$ cat src/rtl/glyph_ser_pkg.sv
// Shared helpers for the glyph serializer.
// Assumes: cell counts are at least 1.
package glyph_ser_pkg;
    localparam int unsigned PHASE_W_DEF = 3;
    localparam int unsigned CELLS_DEF   = 80;

    // Width of a counter that must hold 0 .. n-1.
    function automatic int unsigned cnt_width(input int unsigned n);
        return (n <= 1) ? 1 : $clog2(n);
    endfunction
endpackage

$ cat src/rtl/glyph_phase_gen.sv
// Free-running dot phase counter and the timing outputs decoded from it.
// Assumes: never reset, so the processor clock runs through reset; the phase
// powers up at 0.
module glyph_phase_gen #(
    parameter int unsigned PHASE_W = glyph_ser_pkg::PHASE_W_DEF
) (
    input  logic clk,
    output logic cpu_clk,
    output logic load_n,
    output logic fetch_win
);
    logic [PHASE_W-1:0] phase_q = '0;
    logic [PHASE_W-1:0] phase_nxt;
    logic               fetch_q = 1'b1;
    logic               past_ok = 1'b0;

    // Next phase, wrapping naturally at 2**PHASE_W.
    always_comb phase_nxt = phase_q + 1'b1;

    // Advance the phase on every dot clock.
    always_ff @(posedge clk) phase_q <= phase_nxt;

    // Register the fetch window so it is high when the next phase is in the low half.
    always_ff @(posedge clk) fetch_q <= ~phase_nxt[PHASE_W-1];

    // Marks that one edge has passed, for the history-based checks.
    always_ff @(posedge clk) past_ok <= 1'b1;

    assign cpu_clk   = phase_q[PHASE_W-1];
    assign load_n    = ~(&phase_q);
    assign fetch_win = fetch_q;

    AST_PHASE_STEP: assert property (@(posedge clk) disable iff (!past_ok)
        phase_q == PHASE_W'($past(phase_q) + 1'b1));
    AST_LOAD_IN_HIGH: assert property (@(posedge clk)
        !load_n |-> cpu_clk);
    AST_FALL_AFTER_LOAD: assert property (@(posedge clk) disable iff (!past_ok)
        !load_n |=> (!cpu_clk && fetch_win));
endmodule

$ cat src/rtl/glyph_pixel_shift.sv
// Parallel-load, MSB-first pixel shift register.
// Assumes: load_n is low for one dot per cell; reset wins over load.
module glyph_pixel_shift #(
    parameter int unsigned PIX_W = 8
) (
    input  logic             clk,
    input  logic             rst_n,
    input  logic             load_n,
    input  logic [PIX_W-1:0] glyph,
    output logic             pixel
);
    logic [PIX_W-1:0] sr_q;

    // Clear on reset, capture on the load strobe, otherwise shift left with zero fill.
    always_ff @(posedge clk) begin
        if (!rst_n)       sr_q <= '0;
        else if (!load_n) sr_q <= glyph;
        else              sr_q <= {sr_q[PIX_W-2:0], 1'b0};
    end

    assign pixel = sr_q[PIX_W-1];

    AST_LOAD_CAPTURE: assert property (@(posedge clk) disable iff (!rst_n)
        (!load_n && rst_n) |=> (sr_q == $past(glyph)));
    AST_SHIFT_ONLY: assert property (@(posedge clk) disable iff (!rst_n)
        (load_n && rst_n) |=> (sr_q == {$past(sr_q[PIX_W-2:0]), 1'b0}));
endmodule

$ cat src/rtl/glyph_cell_addr.sv
// Character address counter: one step per cell, wraps at CELLS.
// Assumes: step is high for one dot per cell; reset wins over step.
module glyph_cell_addr #(
    parameter int unsigned CELLS  = glyph_ser_pkg::CELLS_DEF,
    parameter int unsigned ADDR_W = glyph_ser_pkg::cnt_width(CELLS)
) (
    input  logic              clk,
    input  logic              rst_n,
    input  logic              step,
    output logic [ADDR_W-1:0] addr
);
    localparam logic [ADDR_W-1:0] LAST = ADDR_W'(CELLS - 1);

    logic [ADDR_W-1:0] addr_q;

    // Clear on reset, otherwise step once per cell and wrap after the last one.
    always_ff @(posedge clk) begin
        if (!rst_n)    addr_q <= '0;
        else if (step) addr_q <= (addr_q == LAST) ? '0 : addr_q + 1'b1;
    end

    assign addr = addr_q;

    AST_ADDR_HOLD: assert property (@(posedge clk) disable iff (!rst_n)
        (!step && rst_n) |=> $stable(addr_q));
    AST_ADDR_STEP: assert property (@(posedge clk) disable iff (!rst_n)
        (step && rst_n) |=> (addr_q == (($past(addr_q) == LAST) ? '0 : $past(addr_q) + 1'b1)));
    AST_ADDR_RANGE: assert property (@(posedge clk) disable iff (!rst_n)
        addr_q <= LAST);
endmodule

$ cat src/rtl/glyph_serializer.sv
// Top: ties the phase generator, the pixel shifter and the cell address counter.
// Assumes: glyph_row is valid at the dot edge that ends the load_n-low period.
module glyph_serializer #(
    parameter int unsigned PHASE_W = glyph_ser_pkg::PHASE_W_DEF,
    parameter int unsigned CELLS   = glyph_ser_pkg::CELLS_DEF,
    localparam int unsigned PIX_W  = 1 << PHASE_W,
    localparam int unsigned ADDR_W = glyph_ser_pkg::cnt_width(CELLS)
) (
    input  logic              clk_dot,
    input  logic              rst_n,
    input  logic [PIX_W-1:0]  glyph_row,
    output logic              pixel_out,
    output logic              cpu_clk,
    output logic              load_n,
    output logic              fetch_win,
    output logic [ADDR_W-1:0] char_addr
);
    logic ld_n;

    glyph_phase_gen #(.PHASE_W(PHASE_W)) u_phase (
        .clk(clk_dot), .cpu_clk(cpu_clk), .load_n(ld_n), .fetch_win(fetch_win)
    );

    glyph_pixel_shift #(.PIX_W(PIX_W)) u_shift (
        .clk(clk_dot), .rst_n(rst_n), .load_n(ld_n), .glyph(glyph_row), .pixel(pixel_out)
    );

    glyph_cell_addr #(.CELLS(CELLS), .ADDR_W(ADDR_W)) u_addr (
        .clk(clk_dot), .rst_n(rst_n), .step(~ld_n), .addr(char_addr)
    );

    assign load_n = ld_n;

    AST_RESET_BLANK: assert property (@(posedge clk_dot)
        !rst_n |=> !pixel_out);
    AST_RESET_ADDR: assert property (@(posedge clk_dot)
        !rst_n |=> (char_addr == '0));
endmodule

$ cat config.mk
export PLATFORM = sky130hd
export DESIGN_NAME = glyph_serializer
export DESIGN_NICKNAME = d
export VERILOG_FILES = /design/src/rtl/glyph_ser_pkg.sv /design/src/rtl/glyph_phase_gen.sv /design/src/rtl/glyph_pixel_shift.sv /design/src/rtl/glyph_cell_addr.sv /design/src/rtl/glyph_serializer.sv
export SDC_FILE = /design/constraint.sdc
export NUM_CORES = 1
export LEC_CHECK = 0
export BUFFER_PORTS_ARGS = -buffer_cell sky130_fd_sc_hd__buf_4
export CAP_MARGIN = 25
export CORE_MARGIN = 5
export CORE_UTILIZATION = 48
export DETAILED_ROUTE_END_ITERATION = 6
export HOLD_SLACK_MARGIN = 0.02
export PLACE_DENSITY_LB_ADDON = 0.3
export SLEW_MARGIN = 10
export SYNTH_ARGS = -nofsm -noshare
export SYNTH_HDL_FRONTEND = slang
export SYNTH_SLANG_ARGS = --single-unit
export TNS_END_PERCENT = 1
$ cat constraint.sdc
create_clock -name clk_dot -period 1.7 [get_ports clk_dot]
set_clock_uncertainty 0.15 [all_clocks]
set_input_delay 0.085 -clock clk_dot [delete_from_list [all_inputs] [get_ports clk_dot]]
set_output_delay 0.085 -clock clk_dot [all_outputs]
set_load 0.01 [all_outputs]
==> impl_metrics.py <==
metrics = {
    "cts": {
        "cts.reportedPaths.clkPinSlew_ns": 0.10,
        "root_buffer": "clkbuf_4",
        "ctsLongestPathBuffers": 2,
        "cts.sinks": 19,
        "cts_buffers": 3,
        "clock_latency_ns": 0.28,
        "cts_setup_buffers": 0,
        "htree_levels": 1,
        "cts_tree": "yes",
    },
    "worst_setup_path": {
        "critical_path_class": "reg2out",
        "reg2regPathDepth": 5,
        "cp_cell_sequence": "ha_1 -> ha_4 -> buf_8 -> inv_2 -> buf_4",
        "r2r_slack_ns": 0.13,
        "crit_start": "u_phase.phase_q[1]",
        "critPathLaunchType": "flop",
        "r2r-end": "u_addr.addr[6]",
        "cpPeakStageDelay_ns": 0.36,
        "cp_slowest_cell": "dfxtp_1",
        "cp_max_fo": 11,
        "cp_data_arrival_time_ns": 1.34,
        "rr_startpoint": "u_phase.phase_q[1]",
        "cp-endpoint": "load_n",
        "cp-end-kind": "output port",
        "critPathRequiredTime_ns": 1.46,
    },
    "floorplan": {
        "io_pins": 21,
        "core_sq_mm": 0.00149,
        "fp-row-count": 14,
        "dieArea_sq_mm": 0.00245,
        "die_h_microns": 49.5,
        "die_w_microns": 49.5,
        "start_util": 0.504,
    },
    "sta": {
        "hold_viol": 0,
        "setup_ws_ns": 0.123,
        "finalCriticalPeriod_ns": 1.58,
        "setup_viol": 0,
        "max_slew_margin": 0.752,
        "fmax_mhz": 634,
        "grt_setup_unrepaired": "false",
        "setup_tns_ns": 0,
        "period_share": 0.928,
        "final-max-slew-violation-count": 0,
        "worst_slew_pin_slew_ns": 0.368,
    },
    "detailed_routing": {
        "drc": 0,
        "vias_per_cell": 4.90,
        "drt_first_pass_iters": 2,
        "drtIter0Drc": 3,
        "drt-total-wl_microns": 1460,
        "antenna_left": 0,
        "avgRoutedWirePerCell_microns": 12.3,
        "vias": 583,
    },
    "layout": {
        "fin_area_sq_mm": 0.00108,
        "antenna_cells": 0,
        "drive_gt1_frac": 0.291,
        "fin_util": 0.725,
        "syn2layout_area_growth_pct": 43.8,
        "layout.nets": 117,
    },
    "outcome": {
        "outcome": "complete, no violations",
    },
    "grt": {
        "grt_pass1_vias": 623,
        "antenna_found_initial": 0,
        "overflow": 0,
        "track_usage": 0.130,
        "grt_max_degree": 14,
        "grt_pass1_wl_microns": 2560,
    },
    "logic_synthesis": {
        "synth_nets": 82,
        "ys_async_sr_fraction": 0,
        "synth.area.top_cells": "dfxtp_1 51%, mux2i_1 11%, nor2b_1 6.7%, ha_1 5.0%, nand4_2 3.3%",
        "yosysMostFrequentCell": "dfxtp_1",
        "synthTopCellsByCount": "19 x dfxtp_1, 8 x mux2i_1, 8 x nor2b_1, 5 x nor2_1",
        "seq_area_frac_synth": 0.507,
        "yosysUniqueCellTypes": 23,
        "synth_top_area_cell": "dfxtp_1",
        "synth_edf_count": 0,
        "syn_area_per_cell_sq_um": 10.9,
        "syn-cell-area_sq_um": 751,
        "synth_warnings": 0,
        "yosysTopAreaCellShare": 0.507,
        "synthFlopType": "dfxtp_1",
        "syn_inst": 69,
        "synth_seq_cells": 19,
    },
    "pwr": {
        "vdd_drop_max_mv": 0.643,
        "cellPowerDensity_mw_per_mm2": 654,
        "p_leak_nw": 0.448,
    },
    "run": {
        "max_cap_violations": 0,
    },
    "placed_design": {
        "hpwlAfterDp_microns": 959,
        "preCtsSetupSlack_ns": 0.0890,
        "globalplace.congestion": 0.767,
        "placed_cell_area_sq_um": 925,
        "portBuffers": 20,
    },
    "worst_hold_path": {
        "hold_class": "reg2reg",
        "min_from": "u_phase.phase_q[0]",
    },
}
==> layout by cell type (no fill, tap or decap), types with 2 or more instances in the layout <==
cell type      count
nand2_1            3
dlygate4sd3_1     10
or3_1              2
dfxtp_1           19
mux2i_1            8
buf_4             21
nor2b_1            8
xnor2_1            2
a21boi_1           2
ha_1               2
inv_1              3
nor2_1             5
clkbuf_4           3
==> worst max-delay path, delay by kind of cell, from the launching register on <==
family     cells  cell delay [ns]
fa+ha+maj      2             0.37
flops          1             0.36
buf+inv        3             0.33
==> stage by stage <==
step	hold slack, ns	power (mW)	cells
global placement	0.191	0.480	105
CTS	0.269	0.712	119
detailed placement	0.199	0.480	105
global route	0.292	0.735	119
floorplan	0.0689	0.462	69
finish	0.268	0.706	119
==> layer usage <==
layer  routed length, microns  global-route usage  vias to the layer above  part of all wire
li1                         -                   -                      302                 -
met1                      608               0.140                      268              0.42
met2                      769               0.225                       11              0.53
met3                       75              0.0512                        2             0.051
met4                       10              0.0524                        0            0.0068
met5                        0                   0                        -                 0
==> repair_timing <==
item                                    4_1_cts  5_1_grt
hold buffers                                 10        0
endpoints found under the setup margin        0        6
gates resized for setup                       0        5
hold endpoints to repair                     15        0
==> kinds of logic after synthesis <==
kind of cell	Yosys count	share of synthesized area
muxes	8	0.107
AOI/OAI and AO/OA	6	0.0717
xor gates and xnor gates	3	0.0350
and+or+nand+nor	24	0.195
buffers and inverters	6	0.0350
DFF	19	0.507
adders and majority gates	3	0.0500
==> sequential cells by signal, summed over array words and instances, names as in the netlist <==
name	flops
u_shift.sr_q	8
u_phase.phase_q	3
u_addr.addr	7
u_phase.fetch_win	1
==> power breakdown <==
part / switching [mW] / total [mW] / internal [mW]
sequential: 0.000000000000000207 / 0.445 / 0.445
combinational: 0.0111 / 0.0418 / 0.0306
clock: 0.129 / 0.220 / 0.0910
total: 0.140 / 0.706 / 0.566
==> how the worst min path moves through the flow <==
stage | slack (ns) | end | cells after the start
2_1_floorplan | 0.07 | u_addr.addr[0] | 2
3_3_place_gp | 0.19 | u_shift.sr_q[6] | 3
3_5_place_dp | 0.20 | u_shift.sr_q[3] | 3
4_1_cts | 0.27 | u_phase.phase_q[0] | 1
5_1_grt | 0.29 | u_phase.phase_q[0] | 1
6_report | 0.27 | u_phase.phase_q[0] | 1
==> layout make-up <==
type	count	area (sq um)
Fill cell	113	409
Sequential cell	19	380
Tap cell	16	20.0
Timing Repair Buffer	32	273
Inverter	4	15.0
Multi-Input combinational cell	44	365
Clock buffer	4	26.3
No activity file was read; power rests on OpenSTA's default activity.
